**src/rtl/trig_hdr_pkg.sv**
```systemverilog
package trig_hdr_pkg;
    parameter int WORD_W = 8;
    parameter int TYPE_W = 7;
    parameter int SEL_W  = 2;
    parameter int REG_W  = 16;

    localparam int TYPE_LSB = 5;
    localparam int ABT_BIT  = TYPE_LSB + TYPE_W;
    localparam int ACC_BIT  = ABT_BIT + 1;

    typedef enum logic [1:0] {
        S_IDLE,
        S_TYPE,
        S_EVT,
        S_BX
    } hdr_state_t;

    localparam logic [SEL_W-1:0] SEL_TYPE = 2'b00;
    localparam logic [SEL_W-1:0] SEL_EVT  = 2'b01;
    localparam logic [SEL_W-1:0] SEL_BX   = 2'b10;
    localparam logic [SEL_W-1:0] SEL_NONE = 2'b11;
endpackage

```
**src/rtl/trig_hdr_fsm.sv**
```systemverilog
module trig_hdr_fsm
    import trig_hdr_pkg::*;
(
    input  logic             clk,
    input  logic             rst_n,
    input  logic             accept,
    output logic             capture,
    output logic [SEL_W-1:0] sel,
    output logic             busy
);
    hdr_state_t state_q, state_d;

    always_ff @(posedge clk) begin
        if (!rst_n) state_q <= S_IDLE;
        else        state_q <= state_d;
    end

    always_comb begin
        state_d = state_q;
        unique case (state_q)
            S_IDLE: if (accept) state_d = S_TYPE;
            S_TYPE: state_d = S_EVT;
            S_EVT:  state_d = S_BX;
            S_BX:   state_d = S_IDLE;
            default: state_d = S_IDLE;
        endcase
    end

    always_comb begin
        capture = 1'b0;
        sel     = SEL_NONE;
        busy    = 1'b1;
        unique case (state_q)
            S_IDLE: begin
                capture = accept;
                busy    = 1'b0;
            end
            S_TYPE: sel = SEL_TYPE;
            S_EVT:  sel = SEL_EVT;
            S_BX:   sel = SEL_BX;
            default: busy = 1'b0;
        endcase
    end
endmodule

```
**src/rtl/trig_hdr_capture.sv**
```systemverilog
module trig_hdr_capture
    import trig_hdr_pkg::*;
(
    input  logic              clk,
    input  logic              rst_n,
    input  logic              capture,
    input  logic              abort,
    input  logic [WORD_W-1:0] evt,
    input  logic [WORD_W-1:0] bx,
    input  logic [TYPE_W-1:0] rtype,
    output logic [WORD_W-1:0] evt_q,
    output logic [WORD_W-1:0] bx_q,
    output logic [TYPE_W-1:0] rtype_q,
    output logic              abt_q,
    output logic              acc_q
);
    always_ff @(posedge clk) begin
        if (!rst_n) begin
            evt_q   <= '0;
            bx_q    <= '0;
            rtype_q <= '0;
            abt_q   <= 1'b0;
            acc_q   <= 1'b0;
        end else begin
            if (capture) begin
                evt_q   <= evt;
                bx_q    <= bx;
                rtype_q <= rtype;
                acc_q   <= 1'b1;
            end
            abt_q <= abort | (abt_q & ~capture);
        end
    end
endmodule

```
**src/rtl/trig_hdr_mux.sv**
```systemverilog
module trig_hdr_mux
    import trig_hdr_pkg::*;
(
    input  logic [SEL_W-1:0]  sel,
    input  logic [WORD_W-1:0] evt_q,
    input  logic [WORD_W-1:0] bx_q,
    input  logic [TYPE_W-1:0] rtype_q,
    output logic [WORD_W-1:0] data
);
    localparam int PAD_W = WORD_W - TYPE_W;

    always_comb begin
        unique case (sel)
            SEL_TYPE: data = {{PAD_W{1'b0}}, rtype_q};
            SEL_EVT:  data = evt_q;
            SEL_BX:   data = bx_q;
            default:  data = '0;
        endcase
    end
endmodule

```
**src/rtl/trig_hdr_serializer.sv**
```systemverilog
module trig_hdr_serializer
    import trig_hdr_pkg::*;
(
    input  logic              clk,
    input  logic              rst_n,
    input  logic              trig_accept,
    input  logic              trig_abort,
    input  logic [WORD_W-1:0] trig_evt,
    input  logic [WORD_W-1:0] trig_bx,
    input  logic [TYPE_W-1:0] trig_type,
    output logic [WORD_W-1:0] hdr_data,
    output logic [SEL_W-1:0]  hdr_sel,
    output logic              hdr_accept,
    output logic [REG_W-1:0]  num_reg,
    output logic [REG_W-1:0]  ctrl_reg
);
    localparam int TOP_PAD = REG_W - ACC_BIT - 1;

    logic              capture;
    logic [WORD_W-1:0] evt_q, bx_q;
    logic [TYPE_W-1:0] rtype_q;
    logic              abt_q, acc_q;

    trig_hdr_fsm u_fsm (
        .clk     (clk),
        .rst_n   (rst_n),
        .accept  (trig_accept),
        .capture (capture),
        .sel     (hdr_sel),
        .busy    (hdr_accept)
    );

    trig_hdr_capture u_cap (
        .clk     (clk),
        .rst_n   (rst_n),
        .capture (capture),
        .abort   (trig_abort),
        .evt     (trig_evt),
        .bx      (trig_bx),
        .rtype   (trig_type),
        .evt_q   (evt_q),
        .bx_q    (bx_q),
        .rtype_q (rtype_q),
        .abt_q   (abt_q),
        .acc_q   (acc_q)
    );

    trig_hdr_mux u_mux (
        .sel     (hdr_sel),
        .evt_q   (evt_q),
        .bx_q    (bx_q),
        .rtype_q (rtype_q),
        .data    (hdr_data)
    );

    assign num_reg  = {bx_q, evt_q};
    assign ctrl_reg = {{TOP_PAD{1'b0}}, acc_q, abt_q, rtype_q, {TYPE_LSB{1'b0}}};
endmodule

```
**config.mk**
```make
export PLATFORM = sky130hd
export DESIGN_NAME = trig_hdr_serializer
export DESIGN_NICKNAME = d
export VERILOG_FILES = /design/src/rtl/trig_hdr_pkg.sv /design/src/rtl/trig_hdr_fsm.sv /design/src/rtl/trig_hdr_capture.sv /design/src/rtl/trig_hdr_mux.sv /design/src/rtl/trig_hdr_serializer.sv
export SDC_FILE = /design/constraint.sdc
export NUM_CORES = 1
export LEC_CHECK = 0
export ABC_CLOCK_PERIOD_IN_PS = 2400
export CAP_MARGIN = 20
export CORE_ASPECT_RATIO = 2
export CORE_UTILIZATION = 41
export DETAILED_ROUTE_END_ITERATION = 16
export PLACE_DENSITY_LB_ADDON = 0.12
export SYNTH_ARGS = -nofsm -noshare
export SYNTH_HDL_FRONTEND = slang
export SYNTH_SLANG_ARGS = --single-unit
```
**constraint.sdc**
```tcl
create_clock -name clk -period 2.4 [get_ports clk]
set_clock_uncertainty 0.2 [all_clocks]
set_input_delay 0.48 -clock clk [delete_from_list [all_inputs] [get_ports clk]]
set_output_delay 0.48 -clock clk [all_outputs]
set_load 0.01 [all_outputs]
```
==> run summary, run 1 <==
The clock buffer count from CTS came out at 3. The global router's overall resource usage came out at 20.1%. Dividing total power by cell area gives a power density of 844 nW/um^2. In this run the worst hold path is classified as flop to flop. In this run the remaining antenna-violating nets after routing total 0. Along the worst path, the maximum fanout reaches 8. The clock latency at the later pin of the worst-skew pair is 0.27 ns. For this design the top-level I/O count stands at 70. The number of antenna violations at the first check in global routing is 0. In this run the horizontal extent of the chip is 41.8 microns. The data required time of the critical path is 1.72 ns. The worst register-to-register path begins at u_fsm.state_q[1]. The layout-stage area growth over the synthesis result is 50.2%. The estimated wirelength of the detail-placed design is 2510 microns. The peak supply drop came out at 488 uV.

Summing every instance area after synthesis gives 1300 sq um. The post-detailed-routing wire length came out at 3400 microns. The post-layout worst setup margin came out at 0.00941 ns. In this run switching power makes up 36.8% of total power. The synthesis-stage register bit count came out at 27. The floorplan die area came out at 3400 sq um. In this run, flip-flops and latches consume 37.0% of the power. The share of total power dissipated in combinational logic is 47.2%. The footprint of the multi-input gates came out at 671 sq um.

The die extent in y came out at 81.5 microns. The final weighted congestion in routability-driven placement came out at 0.687. The final number of hold-violating endpoints was 0.

The post-route clock period utilization came out at 99.6%. The longest clock path from root to sink contains 2 buffers. At the placement stage, the worst setup path has a slack of -0.0236 ns. The number of global-route vias before repair is 1184. The sort of element at the end of the critical path is an output pin. The met1 usage is 20.4%. The clock network fraction of design power is 15.8%.

Setup repair after global routing could not meet its margin everywhere. The tree is rooted in a sky130_fd_sc_hd__clkbuf_8. The number of maximum-capacitance constraint violations is 0. The area of all sequential standard cells is 546 sq um.

The final total negative setup slack is 0 ns. Sequential elements use 41.7% of the synthesized area. The global routing stage identified its most utilized layer as met2. The number of optimization iterations in the first detailed-route pass is 5. The number of input and output port buffers inserted is 62. The post-route core utilization came out at 65.4%. The met3 track demand over resource is 2.42%. The number of distinct library cells after synthesis is 20.

The net switching power of the design came out at 605 uW. Fill cells in the final layout number 275. After detailed placement, the total cell area comes to 1870 sq um. The CTS tree is yes. The number of diodes added for antenna fixing came out at 0. CTS built an H-tree with a depth of 1. Clock-pin slew was measured on the worst setup and hold paths at 0.09 ns. The minimum period implied by the final worst setup slack came out at 2.39 ns. The summed area of non-filler cells in the final layout is 1950 sq um. The wire length of the first global-routing pass came out at 5290 microns. The internal power of the cells totals 1040 uW.

The starting DRC count in detailed routing came out at 80. The number of buffers inserted by hold repair at cts came out at 0. Cells with a size suffix above 1 make up 7.18% of the layout. The gate count after technology mapping is 154. The floorplan has 28 rows.

The met2 usage in global routing came out at 38.3%. Setup violations remaining at the end of the flow were counted as 0. The flow ran to the end, and the final reports show no timing, DRC or antenna violations. The data arrival time of the critical path is 1.71 ns.

The nature of the critical path startpoint is a flop. Tracing the worst setup path back leads to its startpoint at u_fsm.state_q[0]. The total number of nets in the final design is 243. Entering global routing, the biggest net connects 25 pins. The initial core utilization is 43.5%. The count of clock tree sinks came out at 27. The total via count after detailed routing came out at 1229. The classification of the worst setup path is flop to output pin. The total design power is 1640 uW. The DRC violation count after routing came out at 0.

In the layout the commonest cells are sky130_fd_sc_hd__clkdlybuf4s50_1, sky130_fd_sc_hd__nand2_1, sky130_fd_sc_hd__dfxtp_1, sky130_fd_sc_hd__a21boi_1. The number of synthesis warnings is 0. The startpoint of the tightest hold check path is u_cap.bx_q[7]. The final global-route overflow total came out at 0.

For this run, the top clock speed supported by timing is 0.418 GHz. Leaving out fill and tap cells, the most frequent cell in the layout is sky130_fd_sc_hd__clkdlybuf4s50_1. The final count of pins violating max slew is 0. The standard cell core area is 2980 sq um. The detail-routed via count per cell came out at 5.14.

The mean routed wirelength per cell is 14.2 microns. The mean instance size in the synthesized netlist came out at 8.42 sq um. The static leakage is 0.000779 uW.
## sequential cells by signal, summed over array words and instances (netlist names)
signal / flops
u_cap.bx_q: 8
u_cap.evt_q: 8
u_cap.rtype_q: 7
u_fsm.state_q: 2
u_cap.abt_q: 1
u_cap.acc_q: 1
## critical path: stages, from the launching register on
cell and delay [ns]:
sky130_fd_sc_hd__dfxtp_2 0.36, sky130_fd_sc_hd__inv_2 0.14, sky130_fd_sc_hd__ha_4 0.21, sky130_fd_sc_hd__a22oi_1 0.09, sky130_fd_sc_hd__nor2_1 0.09, sky130_fd_sc_hd__clkdlybuf4s50_1 0.55
## metrics by stage
stage                     hold slack (ns)  instances
after floorplan                     0.242        160
after global placement              0.250        235
after detailed placement            0.259        235
after CTS                           0.283        239
after global routing                0.297        239
final                               0.277        239
## cells in the mapped netlist
master	count	share of area (%)
sky130_fd_sc_hd__conb_1	1	0.29
sky130_fd_sc_hd__a21oi_1	1	0.39
sky130_fd_sc_hd__ha_1	6	5.8
sky130_fd_sc_hd__buf_4	15	8.7
sky130_fd_sc_hd__nor2b_1	2	0.97
sky130_fd_sc_hd__a22oi_1	1	0.58
sky130_fd_sc_hd__nand2b_1	1	0.48
sky130_fd_sc_hd__nand2_1	46	13
sky130_fd_sc_hd__buf_2	1	0.39
sky130_fd_sc_hd__or2_2	1	0.48
sky130_fd_sc_hd__and2_1	2	0.97
sky130_fd_sc_hd__mux2i_1	2	1.5
sky130_fd_sc_hd__inv_1	4	1.2
sky130_fd_sc_hd__a21boi_1	23	13
sky130_fd_sc_hd__o21a_1	1	0.58
sky130_fd_sc_hd__clkbuf_1	4	1.2
sky130_fd_sc_hd__a222oi_1	7	5.4
sky130_fd_sc_hd__nor2_1	8	2.3
sky130_fd_sc_hd__nand2_2	1	0.48
sky130_fd_sc_hd__dfxtp_1	27	42
## layout make-up
class / instances / share of cell area [%]
multi-input combinational: 109 / 34.4
timing repair buffer: 65 / 32.5
sequential: 27 / 28.0
clock buffer: 4 / 2.31
tap: 30 / 1.93
inverter: 4 / 0.771
## worst paths after layout
kind                            slack (ns)             to  cells past startpoint
worst max-delay path                 0.009    hdr_data[7]                      5
worst max register to register        0.67    u_cap.abt_q                      5
worst min register to register        0.28  u_cap.bx_q[7]                      2
worst min-delay path                  0.28  u_cap.bx_q[7]                      2
## power groups by stage
| stage | clock network [uW] | logic, uW | registers, uW |
|---|---|---|---|
| 6_report | 260 | 776 | 608 |
| 3_5_place_dp | 0 | 738 | 606 |
| 3_3_place_gp | 0 | 715 | 600 |
| 5_1_grt | 280 | 850 | 621 |
| 2_1_floorplan | 0 | 410 | 620 |
| 4_1_cts | 264 | 745 | 605 |
## timing repair
item / 4_1_cts / 5_1_grt
hold endpoints to repair: 0 / 0
setup endpoints to repair: 10 / 9
resized for setup: 17 / 2
pin swaps: 0 / 1
buffers inserted: 0 / 0
## cells by family (layout without fill, tap and decap cells)
logic type               count (synthesis)  count (layout)  synth area share, %
AND/OR/NAND/NOR                         61              61                 19.0
AO/OA/AOI/OAI                           33              33                 20.3
flip-flops                              27              27                 41.7
buffers and inverters                   24              73                 11.4
adder cells (fa/ha/maj)                  6               6                 5.79
multiplexers                             2               2                 1.54
other                                    1               7                0.289
## routing by layer
metal / wire length (microns) / up-vias / part of all wire, %
met5: 0 / - / 0
met4: 75 / 0 / 2.2
met3: 146 / 7 / 4.3
met2: 1850 / 39 / 55
met1: 1320 / 584 / 39
li1: - / 599 / -
(Power assumes the default switching activity.)
==> run 2: changes to the inputs <==
CAP_MARGIN = 40   (was 20)
==> results of run 2 <==
No change in the layout: final DEF, timing and power equal those of run 1.
==> run 3: changes to the inputs <==
CORE_UTILIZATION = 43   (was 41)
CTS_BUF_LIST = sky130_fd_sc_hd__clkbuf_2 sky130_fd_sc_hd__clkbuf_4 sky130_fd_sc_hd__clkbuf_8   (was not set)
==> run summary, run 3 (synthesis gave the netlist of run 1 again) <==
The number of non-filler instances in the completed layout came out at 240. CTS built an H-tree with a depth of 1. After detailed routing, no signal wire sits above met4. In the layout the commonest cells are sky130_fd_sc_hd__clkdlybuf4s50_1, sky130_fd_sc_hd__nand2_1, sky130_fd_sc_hd__dfxtp_1, sky130_fd_sc_hd__a21boi_1, sky130_fd_sc_hd__dlygate4sd2_1.

The count of antenna-violating nets left after detailed routing is 0. Wire segments on met3 add up to 155 microns in the final route. Once the floorplan was initialized, standard cells occupied 46.2% of the core. The number of antenna diodes in the final layout is 0.

In the final layout, the registers with the most flip-flops are u_cap.bx_q x8, u_cap.evt_q x8, u_cap.rtype_q x7. Pin placement for this block handled 70 I/O pins. The post-layout worst setup margin came out at 0.0488 ns. The DRC violation count after routing is 0. TritonCTS built the clock tree. The count of standard-cell rows came out at 27. The number of antenna violations at the first check in global routing came out at 0. The layout-stage area growth over the synthesis result came out at 49.6%. Using the TritonRoute via totals, the vias-per-cell ratio works out to 5.16. The number of input and output port buffers inserted came out at 62. The total number of nets in the final design came out at 245. Of the total power, the share spent switching nets is 37.0%. The total area inside the core boundary comes to 2800 sq um. The wire length on met2 came out at 1980 microns. The starting DRC count in detailed routing is 39. In the final timing run, aggregate negative setup slack is 0 ns. The die is 40.8 microns wide. Clock-pin slew was measured on the worst setup and hold paths at 0.10 ns. The most common cell after layout, fill and taps aside is sky130_fd_sc_hd__clkdlybuf4s50_1.

Total power for the finished layout comes to 1620 uW. The length in cells of the worst reg-to-reg path came out at 6. Cells with a size suffix above 1 make up 7.58% of the layout. The count of clock tree sinks is 27. The sort of element at the end of the critical path is an output pin. The post-detailed-routing wire length is 3470 microns. The worst flop-to-flop path startpoint is u_fsm.state_q[1].

The first global-routing pass estimated 5370 microns of wire. The net switching power of the design came out at 602 uW. Power spread over the standard cell area amounts to 838 nW/um^2. Dividing the detail-routed wire length by the instance count gives 14.5 microns.

STA classifies the critical path startpoint as a flop. The post-route clock period utilization came out at 98.0%. The share of total power in combinational logic came out at 46.2%. The clock network fraction of design power is 16.8%. The met1 wire length came out at 1280 microns. The tree is rooted in a sky130_fd_sc_hd__clkbuf_8.

The final number of hold-violating endpoints is 0. The die covers 3250 sq um. The number of maximum-capacitance constraint violations came out at 0.

The tightest min-delay check is of the flop to flop type. For the worst setup path, the data required time is 1.72 ns. The maximum number of pins on one net before global-route repair is 25.

The run finished with clean final reports. The critical path is of the flop to output pin type. The estimated wirelength of the detail-placed design is 2630 microns. The die extent in y is 79.6 microns.

The reg-to-reg critical path endpoint is u_cap.bx_q[1]. Setup repair after global routing could not meet its margin everywhere. The sequential group share of total power came out at 37.0%. The cell internal power dissipation came out at 1020 uW. The static leakage is 0.000802 uW. In the global route stage, overall resource usage came out at 23.2%. The maximum buffer depth of the clock tree came out at 2. The launch point of the critical path is u_fsm.state_q[1]. The startpoint of the tightest hold check path is u_cap.bx_q[5].

The number of setup buffers added after CTS came out at 0. The worst setup path endpoint is hdr_data[2]. Static timing analysis puts the maximum clock frequency at 0.425 GHz. The final weighted congestion in routability-driven placement is 0.750. The final global-route overflow total came out at 0.

The total via count after detailed routing is 1239. At the placement stage, the worst setup path has a slack of -0.000929 ns. The number of endpoints failing setup at the final stage is 0. The number of instances in the placed design came out at 236. The peak supply drop came out at 508 uV. The minimum period implied by the final worst setup slack is 2.35 ns.

The setup slack of the most critical reg-to-reg path is 0.68 ns. The clock buffer count from CTS came out at 3. The number of global-route vias before repair was 1243.

The first detailed-routing pass ran for 5 iterations. The largest driver fanout on the critical path is 7. STA puts the critical path data arrival time at 1.67 ns. For the worst-skew pair, the clock arrives at the later sink with an insertion delay of 0.28 ns.

The final count of pins violating max slew is 0.
[run 3: routing by layer]
metal / track usage [%] / vias to the layer above
li1: - / 603
met1: 24.3 / 588
met2: 41.7 / 43
met3: 3.34 / 5
met4: 9.00 / 0
met5: 0 / -
[run 3: how the worst min path moves through the flow]
stage	end	slack [ns]	depth (start not counted)
final	u_cap.bx_q[5]	0.28	2
after CTS	u_cap.bx_q[5]	0.27	2
after detailed placement	u_cap.acc_q	0.26	1
after floorplan	u_cap.acc_q	0.24	1
after global routing	u_cap.bx_q[5]	0.30	2
after global placement	u_cap.acc_q	0.25	1
[run 3: critical path, stage by stage (launching register included)]
cell and delay [ns]:
sky130_fd_sc_hd__dfxtp_2 0.37, sky130_fd_sc_hd__inv_1 0.07, sky130_fd_sc_hd__ha_2 0.23, sky130_fd_sc_hd__a222oi_1 0.35, sky130_fd_sc_hd__nor2_1 0.08, sky130_fd_sc_hd__dlygate4sd2_1 0.29
[run 3: cell type report]
| type | instances | area, sq um |
|---|---|---|
| Fill cell | 249 | 865 |
| Multi-Input combinational cell | 109 | 648 |
| Clock buffer | 3 | 41.3 |
| Sequential cell | 27 | 543 |
| Timing Repair Buffer | 67 | 648 |
| Tap cell | 29 | 36.3 |
| Clock inverter | 1 | 7.51 |
| Inverter | 4 | 15.0 |
[run 3: power by group through the flow]
| stage | registers [uW] | clock network (uW) | logic, uW |
|---|---|---|---|
| 4_1_cts | 600 | 273 | 757 |
| 2_1_floorplan | 620 | 0 | 410 |
| 6_report | 601 | 272 | 751 |
| 3_3_place_gp | 600 | 0 | 727 |
| 3_5_place_dp | 606 | 0 | 747 |
| 5_1_grt | 611 | 294 | 832 |
[run 3: timing repair]
action | in CTS | in global routing
hold buffers | 0 | 0
setup endpoints to repair | 11 | 6
pin swaps | 1 | 3
gates resized for setup | 16 | 1
[run 3: stage by stage]
step	instance area (sq um)	utilization [%]	hold slack [ns]
2_1_floorplan	1320	-	0.242
6_report	1940	69.2	0.277
3_3_place_gp	1880	67.1	0.248
4_1_cts	1940	69.1	0.273
3_5_place_dp	1880	67.1	0.258
5_1_grt	1940	69.2	0.301
